--- src/rtl/pgwalk_pkg.sv ---
package pgwalk_pkg;
    parameter int VA_W  = 32;
    parameter int PA_W  = 32;
    parameter int OFF_W = 12;
    parameter int IDX_W = 10;
    parameter int PTE_W = 32;

    localparam int VPN_W     = VA_W - OFF_W;
    localparam int PPN_W     = PA_W - OFF_W;
    localparam int PTE_BYTES = PTE_W / 8;
    localparam int PTE_SHIFT = $clog2(PTE_BYTES);

    localparam int PTE_P_BIT = 0;
    localparam int PTE_R_BIT = 1;
    localparam int PTE_W_BIT = 2;
    localparam int PTE_U_BIT = 3;
    localparam int FLAG_W    = 4;

    typedef enum logic [2:0] {
        ST_IDLE,
        ST_L1_REQ,
        ST_L1_WAIT,
        ST_L2_REQ,
        ST_L2_WAIT,
        ST_DONE,
        ST_FAULT
    } walk_state_e;

    typedef struct packed {
        logic user;
        logic write;
        logic read;
    } perm_t;

    typedef struct packed {
        logic             present;
        perm_t            perm;
        logic [PPN_W-1:0] ppn;
    } pte_t;

    typedef struct packed {
        walk_state_e      state;
        logic [VPN_W-1:0] vpn;
        logic [PA_W-1:0]  tbl_base;
        logic [PPN_W-1:0] ppn;
        perm_t            perm;
    } walk_t;
endpackage

--- src/rtl/pgwalk_addr.sv ---
module pgwalk_addr
    import pgwalk_pkg::*;
#(
    parameter int BASE_W = PA_W,
    parameter int IW     = IDX_W,
    parameter int SH     = PTE_SHIFT
) (
    input  logic [BASE_W-1:0] base,
    input  logic [IW-1:0]     idx,
    output logic [BASE_W-1:0] addr
);
    localparam int PAD_W = BASE_W - IW - SH;

    // Entry address: table base plus the index scaled by the entry size.
    assign addr = base + {{PAD_W{1'b0}}, idx, {SH{1'b0}}};
endmodule

--- src/rtl/pgwalk_pte_dec.sv ---
module pgwalk_pte_dec
    import pgwalk_pkg::*;
(
    input  logic [PTE_W-1:0] word,
    output pte_t             fields
);
    logic unused_rsvd;

    assign fields.present    = word[PTE_P_BIT];
    assign fields.perm.read  = word[PTE_R_BIT];
    assign fields.perm.write = word[PTE_W_BIT];
    assign fields.perm.user  = word[PTE_U_BIT];
    assign fields.ppn        = word[PTE_W-1 -: PPN_W];
    // Usage and software bits between the flags and the page number are not consumed.
    assign unused_rsvd       = ^word[PTE_W-PPN_W-1:FLAG_W];
endmodule

--- src/rtl/pgwalk_top.sv ---
module pgwalk_top
    import pgwalk_pkg::*;
(
    input  logic             clk,
    input  logic             rst_n,
    input  logic             miss_valid,
    output logic             miss_ready,
    input  logic [VPN_W-1:0] miss_vpn,
    input  logic [PA_W-1:0]  root_base,
    output logic             mem_req_valid,
    input  logic             mem_req_ready,
    output logic [PA_W-1:0]  mem_req_addr,
    input  logic             mem_rsp_valid,
    input  logic [PTE_W-1:0] mem_rsp_data,
    output logic             res_valid,
    input  logic             res_ready,
    output logic [VPN_W-1:0] res_vpn,
    output logic [PPN_W-1:0] res_ppn,
    output logic             res_read,
    output logic             res_write,
    output logic             res_user,
    output logic             res_fault,
    output logic             busy
);
    walk_t            st_q, st_d;
    logic [IDX_W-1:0] idx_sel;
    pte_t             pte;

    // Level select: the second level uses the low index, the first the high one.
    assign idx_sel = (st_q.state == ST_L2_REQ) ? st_q.vpn[IDX_W-1:0]
                                               : st_q.vpn[VPN_W-1 -: IDX_W];

    pgwalk_addr #(.BASE_W(PA_W), .IW(IDX_W), .SH(PTE_SHIFT)) i_addr (
        .base (st_q.tbl_base),
        .idx  (idx_sel),
        .addr (mem_req_addr)
    );

    pgwalk_pte_dec i_dec (
        .word   (mem_rsp_data),
        .fields (pte)
    );

    always_comb begin
        st_d = st_q;
        unique case (st_q.state)
            ST_IDLE: begin
                if (miss_valid) begin
                    st_d.state    = ST_L1_REQ;
                    st_d.vpn      = miss_vpn;
                    st_d.tbl_base = root_base;
                    st_d.ppn      = '0;
                    st_d.perm     = '0;
                end
            end
            ST_L1_REQ: begin
                if (mem_req_ready) st_d.state = ST_L1_WAIT;
            end
            ST_L1_WAIT: begin
                if (mem_rsp_valid) begin
                    if (!pte.present) begin
                        st_d.state = ST_FAULT;
                    end else begin
                        st_d.state    = ST_L2_REQ;
                        st_d.tbl_base = {pte.ppn, {OFF_W{1'b0}}};
                    end
                end
            end
            ST_L2_REQ: begin
                if (mem_req_ready) st_d.state = ST_L2_WAIT;
            end
            ST_L2_WAIT: begin
                if (mem_rsp_valid) begin
                    if (!pte.present) begin
                        st_d.state = ST_FAULT;
                    end else begin
                        st_d.state = ST_DONE;
                        st_d.ppn   = pte.ppn;
                        st_d.perm  = pte.perm;
                    end
                end
            end
            ST_DONE, ST_FAULT: begin
                if (res_ready) st_d.state = ST_IDLE;
            end
            default: st_d.state = ST_IDLE;
        endcase
    end

    always_ff @(posedge clk) begin
        if (!rst_n) begin
            st_q <= '{state: ST_IDLE, default: '0};
        end else begin
            st_q <= st_d;
        end
    end

    assign miss_ready    = (st_q.state == ST_IDLE);
    assign busy          = (st_q.state != ST_IDLE);
    assign mem_req_valid = (st_q.state == ST_L1_REQ) || (st_q.state == ST_L2_REQ);
    assign res_valid     = (st_q.state == ST_DONE) || (st_q.state == ST_FAULT);
    assign res_fault     = (st_q.state == ST_FAULT);
    assign res_vpn       = st_q.vpn;
    assign res_ppn       = st_q.ppn;
    assign res_read      = st_q.perm.read;
    assign res_write     = st_q.perm.write;
    assign res_user      = st_q.perm.user;

    AST_ONE_OUTSTANDING: assert property (@(posedge clk) disable iff (!rst_n)
        (mem_req_valid && mem_req_ready) |=> !mem_req_valid);
    AST_REQ_HOLD: assert property (@(posedge clk) disable iff (!rst_n)
        (mem_req_valid && !mem_req_ready) |=> (mem_req_valid && $stable(mem_req_addr)));
    AST_REQ_RES_EXCL: assert property (@(posedge clk) disable iff (!rst_n)
        !(mem_req_valid && res_valid));
    AST_BUSY_AFTER_ACCEPT: assert property (@(posedge clk) disable iff (!rst_n)
        (miss_valid && miss_ready) |=> busy);
    AST_IDLE_AFTER_RES: assert property (@(posedge clk) disable iff (!rst_n)
        (res_valid && res_ready) |=> !busy);
    AST_RES_HOLD: assert property (@(posedge clk) disable iff (!rst_n)
        (res_valid && !res_ready) |=> (res_valid &&
        $stable({res_vpn, res_ppn, res_read, res_write, res_user, res_fault})));
    AST_FAULT_CLEAN: assert property (@(posedge clk) disable iff (!rst_n)
        (res_valid && res_fault) |-> (res_ppn == '0 && !res_read && !res_write && !res_user));
endmodule

--- config.mk ---
export PLATFORM = sky130hd
export DESIGN_NAME = pgwalk_top
export DESIGN_NICKNAME = d
export VERILOG_FILES = /design/src/rtl/pgwalk_pkg.sv /design/src/rtl/pgwalk_addr.sv /design/src/rtl/pgwalk_pte_dec.sv /design/src/rtl/pgwalk_top.sv
export SDC_FILE = /design/constraint.sdc
export NUM_CORES = 1
export LEC_CHECK = 0
export BUFFER_PORTS_ARGS = -buffer_cell sky130_fd_sc_hd__clkbuf_2
export CORE_MARGIN = 1.5
export CORE_UTILIZATION = 33
export DETAILED_ROUTE_END_ITERATION = 6
export SYNTH_ARGS = -nofsm -noshare
export SYNTH_HDL_FRONTEND = slang
export SYNTH_SLANG_ARGS = --single-unit
export TNS_END_PERCENT = 20
--- constraint.sdc ---
create_clock -name clk -period 8.45 [get_ports clk]
set_input_delay 1.69 -clock clk [delete_from_list [all_inputs] [get_ports clk]]
set_output_delay 1.69 -clock clk [all_outputs]
set_load 0.03 [all_outputs]
==> Word level (Yosys, flattened, before mapping) <==
Index checks and enable logic that the tools add are counted.
{ "totals": {"latchBits": 0, "output_inout_bits": 80, "ramBits": 0, "romBits": 0, "memories": 0, "register_bits": 78} }
{ "classes": {"n_addsub": 1, "bitwise": 0, "n_mul": 0, "order_cmp": 0, "n_eq_ne": 14, "n_mux": 16, "n_reduce_logical": 11, "shift": 0, "div_mod_pow": 0} }
{ "ops": {"columns": ["operator", "n"], "rows": [
  ["$mux 78", 1],
  ["$mux 32", 2],
  ["$pmux 32 s2", 1],
  ["$mux 23", 2],
  ["$pmux 23 s2", 1],
  ["$add 32x12->32", 1],
  ["$mux 3", 6],
  ["$pmux 3 s6", 1],
  ["$ne 2x2->1 const B", 8],
  ["$mux 10", 1],
  ["$eq 3x3->1 const B", 3],
  ["$reduce_and 4->1", 2],
  ["$eq 3x2->1 const B", 2],
  ["$reduce_and 6->1", 1],
  ["$reduce_bool 2->1", 2],
  ["$eq 3x1->1 const B", 1],
  ["$logic_not 3->1", 1],
  ["$reduce_bool 3->1", 1],
  ["$logic_or 1x1->1", 2],
  ["$mux 2", 1],
  ["$reduce_and 2->1", 1],
  ["$reduce_or 2->1", 1]
]} }

==> Longest topological paths before layout <==
{ "depth": {"ltp_word": 4, "ltp_mapped": 11} }

==> By module <==
A second synthesis with hierarchy kept.
{ "unflattened": {"cells_unflattened": 598, "area_unflattened_um2": 4878.4} }
{ "modules_own_cells": {"columns": ["module", "seq_area_each_um2", "instances", "cells_each", "area_per_inst_um2"], "rows": [
  ["pgwalk_top", 1561.5, 1, 453, 3818.7],
  ["pgwalk_addr", 0.0, 1, 121, 879.6],
  ["pgwalk_pte_dec", 0.0, 1, 24, 180.2]
]} }

==> Worst setup path before layout <==
Ideal clock, no wire load.
{ "synth_timing": {"path_type": "register to output", "start": "reg st_q[75] (netlist bit)", "end": "out mem_req_addr[20]", "slack_ps": 3112, "path_stages_with_launch": 12, "arrival_ps": 3648, "n_path_buf": 0, "cell_sequence": "dfxtp_1 nor2b_1 nand2_1 mux2_2 ha_1 fa_1 a21o_1 a221oi_2 o21ai_2 nand3_2 nor2_1 xor2_1"} }
{ "synth_via": {"elab_chain_cells": 3} }
{ "synth_rtl": {"columns": ["item", "line_no", "source"], "rows": [
  ["from (decl)", "pgwalk_top.sv:25", "walk_t st_q, st_d;"],
  ["from (signal assigned)", "pgwalk_top.sv:94", "st_q <= st_d;"],
  ["$eq 3x2->1", "pgwalk_top.sv:30", "assign idx_sel = (st_q.state == ST_L2_REQ) ? st_q.vpn[IDX_W-1:0]"],
  ["$mux 10", "pgwalk_top.sv:30", null],
  ["$add 32x12->32", "pgwalk_addr.sv:15", "assign addr = base + {{PAD_W{1'b0}}, idx, {SH{1'b0}}};"],
  ["to (decl)", "pgwalk_top.sv:12", "output logic [PA_W-1:0] mem_req_addr,"]
]} }
Every way passes these cells.

==> Worst setup path in the final report <==
{ "layout_timing": {"start": "reg st_q[75] (netlist bit)", "end": "out mem_req_addr[16]"} }
Same word-level chain as after synthesis.

==> results.json <==
{
  "cp-end-kind": "output pin",
  "dp_hpwl_um": 9900,
  "n_antenna_cell": 0,
  "fin_cells": 848,
  "crit_arrival_ns": 4.08,
  "grt_use_met3": 0.0564,
  "io_buffers": 161,
  "root_buffer": "clkbuf_16",
  "syn_nets": 669,
  "synth_area_leaders": "dfxtp_1 34%, nand2_1 9.3%, nand3_1 9.2%, buf_4 7.5%, a21boi_0 4.9%",
  "synth_area_um2": 4590,
  "crit_path_max_fanout": 13,
  "fillCellCount": 1408,
  "final_nets": 768,
  "cts_tree": "yes",
  "first_iter_violations": 296,
  "clock_sinks": 78,
  "drive_gt1_frac": 0.305,
  "worstSetupEndpoint": "mem_req_addr[16]",
  "postCtsSetupBuffers": 0,
  "finalSetupTns_ns": 0,
  "die_height_um": 121,
  "synth.distinct_cells": 49,
  "p_clk_frac": 0.263,
  "clk_pin_slew_worst_paths_ns": 0.06,
  "leakagePower_nw": 2.59,
  "wl_per_cell_um": 15.8,
  "p_comb_frac": 0.416,
  "ctsHoldBuffers": 0,
  "overflow": 0,
  "drc": 0,
  "top_usage_layer": "met2",
  "finClkSkew_ns": 0.00465,
  "placedCellCount": 832,
  "p_sw_frac": 0.428,
  "synth_edf_count": 0,
  "clockBufferDepth": 2,
  "power_frac_seq": 0.322,
  "crit_start": "st_q[75]",
  "worstReg2RegStart": "st_q[77]",
  "core-area_um2": 13400,
  "r2r_slack_ns": 5.89,
  "required_ns": 6.76,
  "synth_seq_area_share": 0.340,
  "slowest_delay_ns": 0.61,
  "drt_pass1_iterations": 4,
  "async_reset_ff_frac": 0,
  "synthCells": 568,
  "yosys_warnings": 0,
  "globalRouteMet2Util": 0.312,
  "status": "finished clean",
  "cp-start-kind": "flip-flop",
  "fmax_ghz": 0.173,
  "wl_um": 13400,
  "ys.flop_type": "dfxtp_1",
  "regArea_um2": 1560,
  "critPathKind": "flip-flop to output pin",
  "num_vias": 4278,
  "die_area_um2": 14600,
  "hp-class": "flip-flop to flip-flop",
  "hp-start": "res_ppn[13]",
  "p_switching_mw": 0.677,
  "multi_input_area_um2": 2520,
  "die_w_um": 121,
  "hold_violations": 0,
  "rows": 42,
  "max_slew_margin": 0.222,
  "antenna_left": 0,
  "p_int_mw": 0.904,
  "worst_slack_ns": 2.68,
  "viasPerCell": 5.04,
  "worstMarginPinSlew_ns": 1.16,
  "start_util": 0.342,
  "pin_count": 170,
  "r2r_cells": 5,
  "slew_viol_final": 0,
  "r2r-end": "st_q[23]",
  "grt_pass1_vias": 4010,
  "ir_drop_v": 0.000138,
  "grt_max_degree": 82,
  "post-route-period-util": 0.683,
  "drv_cap": 0,
  "cts-resized-gates": 0,
  "numCtsBuffers": 9,
  "hold_slack_ns": 0.451,
  "setup-violations-final": 0,
  "antenna_found_initial": 0,
  "timing.final.crit_period_ns": 5.77,
  "synth_top_area_cell": "dfxtp_1",
  "rsz0062_at_grt": "no",
  "htree_levels": 3,
  "synth.ff_latch_count": 78,
  "routabilityCongestion": 0.847,
  "cpMaxStageDelayCell": "dfxtp_1",
  "avgSynthCellArea_um2": 8.08,
  "synth_top_cell_area_share": 0.340,
  "area_growth_pct": 19.6,
  "clk_latency_ns": 0.33,
  "path_cells": "nor2b_1 > nand2_1 > mux2_2 > ha_1 > fa_1 > a21o_1 > a221oi_2 > o21ai_2 > nand3_2 > nor2_1 > xor2_1 > clkbuf_2",
  "use_met1": 0.221,
  "grt_pass1_wl_um": 20700,
  "power_density_nw_per_um2": 288,
  "grtUsageTotal": 0.182,
  "pre_cts_ws_ns": 2.99
}
-- layout by cell type (no fill, tap or decap), drive strengths merged, types with 10 or more instances in the layout --
cell	instances
ha	10
dfxtp	78
nor2	11
a21oi	10
xnor2	21
o211a	20
a21boi	56
nand2	114
mux2	10
nand3	85
clkbuf	173
-- worst max-delay path: cells and delay by family, from the launching register on --
kind	cells	cell delay [ns]
XOR/XNOR	1	0.14
buffers and inverters	1	0.23
multiplexers	1	0.40
adder cells (fa/ha/maj)	2	0.61
AND/OR/NAND/NOR	4	0.91
AO/OA/AOI/OAI	3	0.85
flip-flops	1	0.61
-- layout make-up --
type,count,area share
clock buffer,12,0.0449
clock inverter,4,0.0128
inverter,7,0.00479
multi-input combinational,405,0.459
sequential,78,0.284
tap,176,0.0401
timing repair buffer,166,0.154
-- cell usage after synthesis (5+ instances only) --
library cell  instances
ha_1                 10
nand4_1               8
mux2_2               10
a21oi_1               8
nor2_1               11
nand3_1              84
and3_1                5
xor2_1                8
clkbuf_1             21
buf_2                 9
inv_1                 6
a21boi_1             26
nand2_1             114
o211a_1              20
a21boi_0             30
dfxtp_1              78
xnor2_1              21
buf_4                46
-- power groups by stage --
stage               logic [mW]  registers [mW]  clock network (mW)
global placement         0.655           0.512                   0
floorplan                0.537           0.486                   0
CTS                      0.664           0.508               0.427
detailed placement       0.663           0.515                   0
finish                   0.657           0.509               0.416
global route             0.716           0.519               0.443
-- worst min-delay path by stage --
stage                   to  slack [ns]  cells after the start
6_report       res_ppn[13]        0.45                      2
5_1_grt        res_ppn[13]        0.48                      2
4_1_cts        res_ppn[13]        0.45                      2
3_5_place_dp   res_ppn[18]        0.44                      2
3_3_place_gp   res_ppn[11]        0.44                      2
2_1_floorplan   res_ppn[0]        0.43                      2
-- state kept, by name (all words and copies together), names as in the netlist --
| register | flops |
|---|---|
| res_ppn | 20 |
| st_q | 35 |
| res_write | 1 |
| res_vpn | 20 |
| res_user | 1 |
| res_read | 1 |
-- routing by layer --
layer	up-vias	share of wire	wire (µm)
met5	-	0	0
met4	0	0.014	185
met3	12	0.089	1190
met2	173	0.47	6300
met1	1975	0.43	5750
li1	2118	-	-
-- kinds of logic (layout without fill, tap and decap cells) --
| group | Yosys count | in the layout | share of synthesized area |
|---|---|---|---|
| adders and majority gates | 11 | 11 | 0.0316 |
| and+or+nand+nor | 247 | 247 | 0.249 |
| buffers and inverters | 85 | 189 | 0.113 |
| muxes | 10 | 10 | 0.0245 |
| DFF | 78 | 78 | 0.340 |
| AOI/OAI and AO/OA | 108 | 108 | 0.186 |
| xor gates and xnor gates | 29 | 29 | 0.0553 |
-- stage by stage --
stage          area, µm²  total power, mW   util
2_1_floorplan       4590             1.02      -
3_3_place_gp        5170             1.17  0.386
3_5_place_dp        5170             1.18  0.386
4_1_cts             5490             1.60  0.410
5_1_grt             5490             1.68  0.410
6_report            5490             1.58  0.410
(Power assumes the default switching activity.)
